File: config.mk
export PLATFORM = sky130hd
export DESIGN_NAME = ind_addr_gen
export DESIGN_NICKNAME = d
export VERILOG_FILES = /design/src/rtl/iag_pkg.sv /design/src/rtl/iag_field_decode.sv /design/src/rtl/iag_base_calc.sv /design/src/rtl/iag_ctrl.sv /design/src/rtl/ind_addr_gen.sv
export SDC_FILE = /design/constraint.sdc
export NUM_CORES = 1
export LEC_CHECK = 0
export ABC_AREA = 1
export BUFFER_PORTS_ARGS = -buffer_cell sky130_fd_sc_hd__clkbuf_2
export CELL_PAD_IN_SITES_DETAIL_PLACEMENT = 2
export CELL_PAD_IN_SITES_GLOBAL_PLACEMENT = 2
export CORE_ASPECT_RATIO = 1.4
export CORE_UTILIZATION = 33
export DETAILED_ROUTE_END_ITERATION = 8
export PLACE_DENSITY_LB_ADDON = 0.1
export SLEW_MARGIN = 30
export SYNTH_ARGS = -nofsm -noshare
export SYNTH_HDL_FRONTEND = slang
export SYNTH_SLANG_ARGS = --single-unit
File: constraint.sdc
create_clock -name clk -period 9.35 [get_ports clk]
set_input_delay 1.4025 -clock clk [delete_from_list [all_inputs] [get_ports clk]]
set_output_delay 1.4025 -clock clk [all_outputs]
set_load 0.1 [all_outputs]
File: src/rtl/iag_pkg.sv
package iag_pkg;
   typedef enum logic [1:0] {
      ST_IDLE = 2'd0,
      ST_EVAL = 2'd1,
      ST_PTR  = 2'd2,
      ST_DATA = 2'd3
   } iag_state_e;
endpackage

File: src/rtl/iag_field_decode.sv
module iag_field_decode #(
   parameter int DW      = 32,
   parameter int PW      = 16,
   parameter int SELW    = 4,
   parameter int P_BIT   = 19,
   parameter int R_BIT   = 18,
   parameter int I_BIT   = 17,
   parameter int SEL_LSB = 20
) (
   input  logic [DW-1:0]   word,
   output logic            f_idx,
   output logic            f_rel,
   output logic            f_ind,
   output logic [SELW-1:0] sel,
   output logic [DW-1:0]   param_ext
);
   localparam int SEL_MSB = SEL_LSB + SELW - 1;

   logic unused_word;
   assign unused_word = ^word;

   assign f_idx = word[P_BIT];
   assign f_rel = word[R_BIT];
   assign f_ind = word[I_BIT];
   assign sel   = word[SEL_MSB:SEL_LSB];

   generate
      if (PW < DW) begin : g_sext
         assign param_ext = {{(DW-PW){word[PW-1]}}, word[PW-1:0]};
      end else begin : g_full
         assign param_ext = word[DW-1:0];
      end
   endgenerate
endmodule

File: src/rtl/iag_base_calc.sv
module iag_base_calc #(
   parameter int DW = 32
) (
   input  logic [DW-1:0] param_ext,
   input  logic [DW-1:0] idx_val,
   input  logic [DW-1:0] pc_val,
   input  logic          use_idx,
   input  logic          use_pc,
   output logic [DW-1:0] base
);
   logic [DW-1:0] idx_term;
   logic [DW-1:0] pc_term;

   assign idx_term = use_idx ? idx_val : '0;
   assign pc_term  = use_pc  ? pc_val  : '0;
   assign base     = param_ext + idx_term + pc_term;
endmodule

File: src/rtl/iag_ctrl.sv
module iag_ctrl
   import iag_pkg::*;
#(
   parameter int DW = 32
) (
   input  logic          clk,
   input  logic          rst_n,
   input  logic          start,
   input  logic          abort,
   input  logic          is_jump,
   input  logic          n_flag,
   input  logic [DW-1:0] instr_word,
   input  logic [DW-1:0] pc,
   input  logic          f_ind,
   input  logic [DW-1:0] base,
   input  logic          mem_rsp_valid,
   input  logic [DW-1:0] mem_rsp_data,
   output logic [DW-1:0] cur_word,
   output logic [DW-1:0] pc_q,
   output logic          mem_rd_en,
   output logic [DW-1:0] mem_rd_addr,
   output logic          busy,
   output logic          done,
   output logic [DW-1:0] result
);
   iag_state_e state;
   logic       imm_q;
   logic       jmp_q;

   assign busy = (state != ST_IDLE);

   always_ff @(posedge clk or negedge rst_n) begin
      if (!rst_n) begin
         state       <= ST_IDLE;
         cur_word    <= '0;
         pc_q        <= '0;
         imm_q       <= 1'b0;
         jmp_q       <= 1'b0;
         mem_rd_en   <= 1'b0;
         mem_rd_addr <= '0;
         done        <= 1'b0;
         result      <= '0;
      end else if (abort) begin
         state     <= ST_IDLE;
         mem_rd_en <= 1'b0;
         done      <= 1'b0;
      end else begin
         done <= 1'b0;
         case (state)
            ST_IDLE: begin
               if (start) begin
                  cur_word <= instr_word;
                  pc_q     <= pc;
                  imm_q    <= n_flag;
                  jmp_q    <= is_jump;
                  state    <= ST_EVAL;
               end
            end
            ST_EVAL: begin
               if (f_ind) begin
                  mem_rd_addr <= base;
                  mem_rd_en   <= 1'b1;
                  state       <= ST_PTR;
               end else if (jmp_q || imm_q) begin
                  result <= base;
                  done   <= 1'b1;
                  state  <= ST_IDLE;
               end else begin
                  mem_rd_addr <= base;
                  mem_rd_en   <= 1'b1;
                  state       <= ST_DATA;
               end
            end
            ST_PTR: begin
               if (mem_rsp_valid) begin
                  cur_word  <= mem_rsp_data;
                  mem_rd_en <= 1'b0;
                  state     <= ST_EVAL;
               end
            end
            ST_DATA: begin
               if (mem_rsp_valid) begin
                  result    <= mem_rsp_data;
                  mem_rd_en <= 1'b0;
                  done      <= 1'b1;
                  state     <= ST_IDLE;
               end
            end
            default: state <= ST_IDLE;
         endcase
      end
   end
endmodule

File: src/rtl/ind_addr_gen.sv
module ind_addr_gen #(
   parameter int DW      = 32,
   parameter int PW      = 16,
   parameter int SELW    = 4,
   parameter int P_BIT   = 19,
   parameter int R_BIT   = 18,
   parameter int I_BIT   = 17,
   parameter int N_BIT   = 16,
   parameter int SEL_LSB = 20
) (
   input  logic            clk,
   input  logic            rst_n,
   input  logic            start,
   input  logic            abort,
   input  logic [DW-1:0]   instr_word,
   input  logic            is_jump,
   input  logic [DW-1:0]   pc,
   output logic [SELW-1:0] idx_sel,
   input  logic [DW-1:0]   idx_val,
   output logic            mem_rd_en,
   output logic [DW-1:0]   mem_rd_addr,
   input  logic            mem_rsp_valid,
   input  logic [DW-1:0]   mem_rsp_data,
   output logic            busy,
   output logic            done,
   output logic [DW-1:0]   result
);
   localparam int SEL_MSB = SEL_LSB + SELW - 1;

   generate
      if (PW < 2 || PW > DW) begin : g_bad_pw
         $error("ind_addr_gen: PW must lie in 2..DW");
      end
      if (SEL_MSB >= DW) begin : g_bad_sel
         $error("ind_addr_gen: selector field exceeds word");
      end
      if (P_BIT >= DW || R_BIT >= DW || I_BIT >= DW || N_BIT >= DW) begin : g_bad_flag
         $error("ind_addr_gen: flag bit outside word");
      end
      if (P_BIT < PW || R_BIT < PW || I_BIT < PW || N_BIT < PW) begin : g_bad_ovl
         $error("ind_addr_gen: flag bit overlaps parameter field");
      end
   endgenerate

   logic [DW-1:0] cur_word;
   logic [DW-1:0] pc_q;
   logic          f_idx;
   logic          f_rel;
   logic          f_ind;
   logic [DW-1:0] param_ext;
   logic [DW-1:0] base;

   iag_field_decode #(
      .DW(DW), .PW(PW), .SELW(SELW),
      .P_BIT(P_BIT), .R_BIT(R_BIT), .I_BIT(I_BIT), .SEL_LSB(SEL_LSB)
   ) u_dec (
      .word      (cur_word),
      .f_idx     (f_idx),
      .f_rel     (f_rel),
      .f_ind     (f_ind),
      .sel       (idx_sel),
      .param_ext (param_ext)
   );

   iag_base_calc #(.DW(DW)) u_base (
      .param_ext (param_ext),
      .idx_val   (idx_val),
      .pc_val    (pc_q),
      .use_idx   (f_idx),
      .use_pc    (f_rel),
      .base      (base)
   );

   iag_ctrl #(.DW(DW)) u_ctrl (
      .clk           (clk),
      .rst_n         (rst_n),
      .start         (start),
      .abort         (abort),
      .is_jump       (is_jump),
      .n_flag        (instr_word[N_BIT]),
      .instr_word    (instr_word),
      .pc            (pc),
      .f_ind         (f_ind),
      .base          (base),
      .mem_rsp_valid (mem_rsp_valid),
      .mem_rsp_data  (mem_rsp_data),
      .cur_word      (cur_word),
      .pc_q          (pc_q),
      .mem_rd_en     (mem_rd_en),
      .mem_rd_addr   (mem_rd_addr),
      .busy          (busy),
      .done          (done),
      .result        (result)
   );
endmodule

==> qor.yml, run 1 <==
outcome:
  status: "complete, no violations"
cells_and_area:
  final_nets: 1585
  final_core_util: 0.408
  layout_commonest_cell: "nand2_1"
  layout.cells.most_common_list: "nand2_1, inv_1, clkbuf_2"
  layout-drive-gt1-share: 0.199
  area_delta_synth_final_pct: 21.7
detailed_routing:
  wire_per_inst_um: 18.6
  drc_errors: 0
  firstDrtPassIters: 7
  drt-met1-wl_mm: 11.6
  routed.top_layer: "met4"
  wl_met3_um: 929
  viasPerCell: 4.89
  vias: 8442
  postRouteAntennaNets: 0
  wl_met2_mm: 18.3
  first_iter_violations: 221
  wl_mm: 32.2
timing:
  finalHoldViolations: 0
  fmax_mhz: 272
  maxSlewViolCount: 0
  tns_ns: 0
  setup_slack_ns: 5.67
  setup_viol: 0
  holdWs_ns: 0.479
  fin_crit_sh: 0.393
  period_needed_ns: 3.68
  tightest_slew_ns: 0.849
  rsz0062_at_grt: "no"
  maxSlewHeadroom: 0.433
  fin_skew_ns: 0.00652
clock_network:
  cts_resized: 0
  clk_latency_ns: 0.43
  cts_max_level: 4
  numCtsBuffers: 17
  cts_tree: "yes"
  cts_setup_buffers: 0
  cts.sinks: 125
  clock_path_buffers: 2
  cts_hold_buf: 0
  cts_root_buffer: "clkbuf_16"
  cts.reportedPaths.clkPinSlew_ns: 0.06
grt:
  grt_pass1_vias: 9428
  grt_max_degree: 77
  grt_util_all_layers: 0.250
  antenna_found_initial: 1
  gr-total-overflow: 0
  grt_first_pass_wirelength_mm: 51.0
job:
  maxCapViolations: 0
floorplanning:
  core_region_area_mm2: 0.0260
  die_h_um: 194
  io_pins: 205
  rows: 70
  start_util: 0.335
  fp.dieArea_mm2: 0.0271
  die_x_um: 139
setup_path:
  cp-start-kind: "flip-flop"
  reg2reg_to: "u_ctrl.result[24]$_DFFE_PN0P_"
  crit_path_cell_trace: "buf_4, nand2_1, fa_1, inv_1, ha_1, nand2_1, inv_1, nand2_1, nor3_1, nand3_1, nand4_1, nand3_1, nand2_1, nand2_1"
  slowest_stage: "dfrtp_1"
  critical_path_arrival_ns: 4.00
  crit_top_cell: "nand2_1"
  critPathMaxStageDelay_ns: 0.80
  cp.buffers_inverters: 3
  required_ns: 9.67
  path_class: "reg -> reg"
  reg2reg_depth: 14
  worstReg2RegStart: "u_ctrl.cur_word[18]$_DFFE_PN0P_"
  crit_family: "simple AND/OR/NAND/NOR gates"
  rrSetupSlack_ns: 5.67
  cp_max_fo: 18
  path_depth: 14
  worstSetupEndpointType: "flip-flop"
placed_design:
  portBuffers: 196
  place_ws_ns: 5.20
  place.gp.congestion: 0.868
  dp_hpwl_mm: 24.8
worst_hold_path:
  whs_path_depth: 2
  worstHoldStart: "u_ctrl.mem_rd_addr[0]$_DFFE_PN0P_"
  whs_endpoint: "u_ctrl.mem_rd_addr[0]$_DFFE_PN0P_"
  hold_path_class: "reg -> reg"
logic_synthesis:
  synth_seq_cells: 125
  syn_area_per_cell_um2: 7.23
  netlist_instances: 1207
  yosysUniqueCellTypes: 33
  syn-cell-area_mm2: 0.00873
  ys_seq_area_frac: 0.358
  yosys_warnings: 0
  synth_nets: 1403
metal layers:
metal  track usage  vias to the layer above
li1              -                     4039
met1         0.247                     4205
met2         0.501                      152
met3        0.0338                       46
met4         0.119                        0
met5             0                        -
cells in the mapped netlist:
cell / number / area (um2)
a21o_1: 1 / 7.51
a21oi_1: 33 / 165
a21oi_4: 1 / 16.3
a311oi_1: 1 / 8.76
a31oi_1: 8 / 50.1
and2_1: 2 / 12.5
buf_1: 1 / 3.75
buf_2: 16 / 80.1
buf_4: 4 / 30.0
buf_6: 1 / 11.3
clkbuf_1: 20 / 75.1
dfrtp_1: 125 / 3130
fa_1: 32 / 641
ha_1: 30 / 375
inv_1: 208 / 781
inv_2: 5 / 18.8
mux2_2: 34 / 383
nand2_1: 461 / 1730
nand2_2: 1 / 6.26
nand3_1: 47 / 235
nand3b_1: 1 / 7.51
nand4_1: 2 / 12.5
nor2_1: 71 / 267
nor3_1: 4 / 20.0
nor3_4: 2 / 32.5
o211ai_1: 17 / 128
o21a_1: 13 / 97.6
o21ai_0: 20 / 100
o21ai_1: 25 / 125
o21bai_1: 2 / 15.0
o22ai_1: 1 / 6.26
xnor2_1: 13 / 114
xor2_1: 5 / 43.8
worst max path at each step:
stage / to / slack (ns) / start
after global placement: u_ctrl.result[25]$_DFFE_PN0P_ / 5.26 / idx_val[1]
after global routing: u_ctrl.result[25]$_DFFE_PN0P_ / 5.41 / u_ctrl.cur_word[18]$_DFFE_PN0P_
after floorplan: u_ctrl.result[25]$_DFFE_PN0P_ / 5.80 / idx_val[1]
after detailed placement: u_ctrl.result[25]$_DFFE_PN0P_ / 5.20 / idx_val[1]
after CTS: u_ctrl.result[25]$_DFFE_PN0P_ / 5.63 / idx_val[1]
final: u_ctrl.result[24]$_DFFE_PN0P_ / 5.67 / u_ctrl.cur_word[18]$_DFFE_PN0P_
worst min-delay path: cells and delay by family, from the launching register on:
family / cells / cell delay [ns]
flops: 1 / 0.35
simple gates: 2 / 0.11
metrics by stage:
stage	cells	instance area [um2]
final	1727	10600
after global routing	1727	10600
after CTS	1726	10600
after detailed placement	1694	9990
after global placement	1693	9980
after floorplan	1207	8730
cell type report:
class,instances,area [um2]
tap,324,405
sequential,125,3130
inverter,213,800
timing repair buffer,205,1060
multi-input combinational,827,4600
clock inverter,13,185
antenna,1,2.50
fill,3169,15400
clock buffer,19,443
state kept, by name, summed over array words and instances, names as in the netlist:
| register | cells |
|---|---|
| u_ctrl.mem_rd_addr | 32 |
| u_ctrl.state | 2 |
| u_ctrl.pc_q | 32 |
| u_ctrl.result | 32 |
| u_ctrl.mem_rd_en | 1 |
| u_ctrl.cur_word | 23 |
| u_ctrl.jmp_q | 1 |
| u_ctrl.done | 1 |
| u_ctrl.imm_q | 1 |
cell families (layout without fill, tap and decap cells):
group | after synthesis | after routing | share of synthesized area
AND/OR/NAND/NOR | 591 | 591 | 0.266
buffers and inverters | 255 | 450 | 0.115
flip-flops | 125 | 125 | 0.358
AO/OA/AOI/OAI | 122 | 122 | 0.0824
adder cells (fa/ha/maj) | 62 | 62 | 0.116
multiplexers | 34 | 34 | 0.0439
XOR/XNOR | 18 | 18 | 0.0181
other | 0 | 1 | 0
Power of run 1 is not shown: default switching activity piles up to over one toggle a cycle in this logic, so the estimate is an artifact.
==> run 2, diff against run 1 <==
--- a/config.mk
+++ b/config.mk
@@ -5,12 +5,12 @@
 export SDC_FILE = /design/constraint.sdc
 export NUM_CORES = 1
 export LEC_CHECK = 0
-export ABC_AREA = 1
+export ABC_AREA = 0
 export BUFFER_PORTS_ARGS = -buffer_cell sky130_fd_sc_hd__clkbuf_2
 export CELL_PAD_IN_SITES_DETAIL_PLACEMENT = 2
 export CELL_PAD_IN_SITES_GLOBAL_PLACEMENT = 2
 export CORE_ASPECT_RATIO = 1.4
-export CORE_UTILIZATION = 33
+export CORE_UTILIZATION = 29
 export DETAILED_ROUTE_END_ITERATION = 8
 export PLACE_DENSITY_LB_ADDON = 0.1
 export SLEW_MARGIN = 30
==> constraint.sdc (replaced) <==
create_clock -name clk -period 3.3 [get_ports clk]
set_input_delay 0.495 -clock clk [delete_from_list [all_inputs] [get_ports clk]]
set_output_delay 0.495 -clock clk [all_outputs]
set_load 0.1 [all_outputs]
==> run 2 against run 1 <==
Maximum frequency up 13%; area after synthesis down 4.5%; sequential cell count unchanged; core utilization up 0.55 points; first-iteration DRC count down 20%; routed wire length down 4.9%; highest routed layer is now met5; via count down 9.0%; register-to-register slack worse by 5.6 ns; clock-buffer cell count up 6; die area up 8.5%.
==> qor.yml, run 2 <==
timing:
  fmax_mhz: 309  # was 272 MHz
  fin_skew_ns: 0.0104  # was 0.00652 ns
  period_needed_ns: 3.24  # was 3.68 ns
  rsz0062_at_grt: "yes"  # was no
  fin_crit_sh: 0.981  # was 0.393
  maxSlewViolCount: 0  # unchanged
  maxSlewHeadroom: 0.414  # was 0.433
  holdWs_ns: 0.0604  # was 0.479 ns
  setup_viol: 0  # unchanged
  finalHoldViolations: 0  # unchanged
  tightest_slew_ns: 0.879  # was 0.849 ns
grt:
  grt_pass1_vias: 8627  # was 9428
  gr-total-overflow: 0  # unchanged
  grt_first_pass_wirelength_mm: 48.1  # was 51.0 mm
  grt_util_all_layers: 0.214  # was 0.250
  antenna_found_initial: 1  # unchanged
  grt_max_degree: 65  # was 77
clock_network:
  cts_hold_buf: 0  # unchanged
  cts.sinks: 125  # unchanged
  numCtsBuffers: 17  # unchanged
  cts_root_buffer: "clkbuf_16"  # unchanged
  cts_max_level: 4  # unchanged
  clk_latency_ns: 0.43  # about the same
  clock_path_buffers: 2  # unchanged
  cts.reportedPaths.clkPinSlew_ns: 0.06  # about the same
  cts_tree: "yes"  # unchanged
floorplanning:
  fp.dieArea_mm2: 0.0294  # was 0.0271 mm2
  io_pins: 205  # unchanged
  start_util: 0.294  # was 0.335
  rows: 73  # was 70
  core_region_area_mm2: 0.0283  # was 0.0260 mm2
  die_x_um: 145  # was 139 um
  die_h_um: 203  # was 194 um
cells_and_area:
  reg.largest.list: "u_ctrl.mem_rd_addr x32, u_ctrl.pc_q x32, u_ctrl.result x32"  # unchanged
  area_delta_synth_final_pct: 40.6  # was 21.7%
  final_nets: 1382  # was 1585
  n_antenna_cell: 0  # was 1
  layout.cells.most_common_list: "clkbuf_2, nand2_1, dfrtp_1"  # was nand2_1, inv_1, clkbuf_2
  layout_commonest_cell: "clkbuf_2"  # was nand2_1
  layout-drive-gt1-share: 0.416  # was 0.199
setup_path:
  critical_path_arrival_ns: 3.55  # was 4.00 ns
  path_class: "reg -> reg"  # unchanged
  required_ns: 3.61  # was 9.67 ns
  worstSetupEndpointType: "flip-flop"  # unchanged
  slowest_stage: "fa_1"  # was dfrtp_1
  crit_top_cell: "buf_4"  # was nand2_1
  crit_path_cell_trace: "buf_12, nand2_1, fa_1, inv_1, ha_1, buf_4, a21oi_1, buf_4, o21ai_2, o31ai_2, a31oi_4, o31ai_4, xnor2_1, mux2_2"  # was buf_4, nand2_1, fa_1, inv_1, ha_1, nand2_1, inv_1, nand2_1, nor3_1, nand3_1, nand4_1, nand3_1, nand2_1, nand2_1
  critPathMaxStageDelay_ns: 0.50  # was 0.80 ns
  cp-start-kind: "flip-flop"  # unchanged
  cp_max_fo: 18  # unchanged
detailed_routing:
  first_iter_violations: 176  # was 221
  vias: 7686  # was 8442
  wl_mm: 30.6  # was 32.2 mm
  postRouteAntennaNets: 0  # unchanged
  drc_errors: 0  # unchanged
  firstDrtPassIters: 4  # was 7
  viasPerCell: 4.89  # about the same
  wire_per_inst_um: 19.5  # was 18.6 um
logic_synthesis:
  synth_seq_cells: 125  # unchanged
  netlist_instances: 905  # was 1207
  ys_top_cells_by_area: "dfrtp_1, fa_1, nand2_1, mux2_2, ha_1"  # was dfrtp_1, nand2_1, inv_1, fa_1, mux2_2
  syn-cell-area_mm2: 0.00833  # was 0.00873 mm2
  ys_top_cells_by_count: "nand2_1, dfrtp_1, inv_1"  # was nand2_1, inv_1, dfrtp_1
  syn_area_per_cell_um2: 9.21  # was 7.23 um2
  yosysUniqueCellTypes: 64  # was 33
  yosys_warnings: 0  # unchanged
  ys_seq_area_frac: 0.375  # was 0.358
  yosys.area.top_type: "dfrtp_1"  # unchanged
  yosysMostFrequentCell: "nand2_1"  # unchanged
  synth_nets: 1101  # was 1403
  synth_top_area_frac: 0.375  # was 0.358
  synth_edf_count: 0  # unchanged
  synth-main-ff-cell: "dfrtp_1"  # unchanged
  async_reset_ff_frac: 1.00  # unchanged
power:
  power.leakage_nw: 5.72
  vdd_drop_max_uv: 452
  intPower_w: 0.00659
  p_sw_w: 0.00789
  clockPowerShare: 0.129
  pwr-share-seq: 0.172
  p_comb_frac: 0.699
  powerDensity_mw_per_mm2: 1240
  p_total_w: 0.0145
  p_sw_frac: 0.545
job:
  maxCapViolations: 0  # unchanged
worst_hold_path:
  hold_path_class: "in -> async"  # was reg -> reg
placed_design:
  dp_hpwl_mm: 23.7  # was 24.8 mm
  place.gp.congestion: 0.790  # was 0.868
  portBuffers: 196  # unchanged
outcome:
  status: "complete, no violations"  # unchanged
run 2: changes by cell type after synthesis, moves of 9 or more:
cell	change
a21oi_1	+18
a21oi_2	+9
and3_1	+9
clkbuf_1	+10
inv_1	-131
mux2_2	+16
mux2i_1	+28
nand2_1	-292
nand3_1	-31
nor2_1	-29
o21a_1	-9
o21ai_0	+32
o21ai_1	-9
run 2: final timing paths:
path                                               startpoint                                 end  slack, ns  cells after the start
hold reg to reg            u_ctrl.mem_rd_addr[25]$_DFFE_PN0P_  u_ctrl.mem_rd_addr[25]$_DFFE_PN0P_       0.48                      2
hold / removal                                          rst_n      u_ctrl.cur_word[7]$_DFFE_PN0P_       0.06                      1
max in group asynchronous                               rst_n       u_ctrl.result[29]$_DFFE_PN0P_       2.38                      2
setup / recovery              u_ctrl.cur_word[18]$_DFFE_PN0P_  u_ctrl.mem_rd_addr[29]$_DFFE_PN0P_       0.06                     14
setup reg to reg              u_ctrl.cur_word[18]$_DFFE_PN0P_  u_ctrl.mem_rd_addr[29]$_DFFE_PN0P_       0.06                     14
min in group clk                                       pc[30]         u_ctrl.pc_q[30]$_DFFE_PN0P_       0.29                      2
run 2: critical path: cells and delay by family (launching register included):
kind,cells,cell delay (ns)
mux,1,0.26
buf+inv,4,0.54
flops,1,0.41
simple gates,1,0.09
compound gates,5,0.79
fa+ha+maj,2,0.89
xor+xnor,1,0.10
run 2: cell families after synthesis:
family | synth area share
buf+inv | 0.0643
xor+xnor | 0.0315
mux | 0.103
compound gates | 0.158
fa+ha+maj | 0.122
simple gates | 0.146
flops | 0.375
run 2: what timing repair did:
action                     4_1_cts  5_1_grt
resized for setup               32       83
buffers inserted                 2        3
pin swaps                       10       19
setup endpoints to repair       31       38
run 2: per-stage QoR:
step                setup WS [ns]  setup TNS, ns  cells  utilization  instance area (um2)
detailed placement         -0.203          -3.29   1537        0.370                10500
global placement           -0.173          -2.04   1537        0.370                10500
CTS                      -0.00472       -0.00472   1570        0.396                11200
floorplan                  0.0102              0    905            -                 8350
finish                     0.0613              0   1573        0.414                11700
global route               -0.150         -0.604   1573        0.414                11700
run 2: power by group through the flow:
stage / Clock [W] / Sequential (W) / Combinational [W]
after floorplan: 0 / 0.00522 / 0.00352
after global placement: 0 / 0.00250 / 0.00903
after detailed placement: 0 / 0.00252 / 0.00920
after CTS: 0.00194 / 0.00250 / 0.00948
after global routing: 0.00198 / 0.00257 / 0.0109
final: 0.00187 / 0.00249 / 0.0101
run 2: final cells by class:
class                   count  area (um2)
fillers                  3127       16600
multi-input cells         649        5300
flip-flops and latches    125        3130
repair buffers            315        1960
clock buffers              25         475
well taps                 375         469
inverters                  78         297
clock inverters             6        86.3
run 2: routing by layer:
layer  vias up  wire length [um]  global-route usage
met1      3881             12900               0.248
met2       145             16500               0.402
met3        30               786              0.0335
li1       3628                 -                   -
met5         -                11                   0
met4         2               465              0.0598
(Power assumes the default switching activity.)
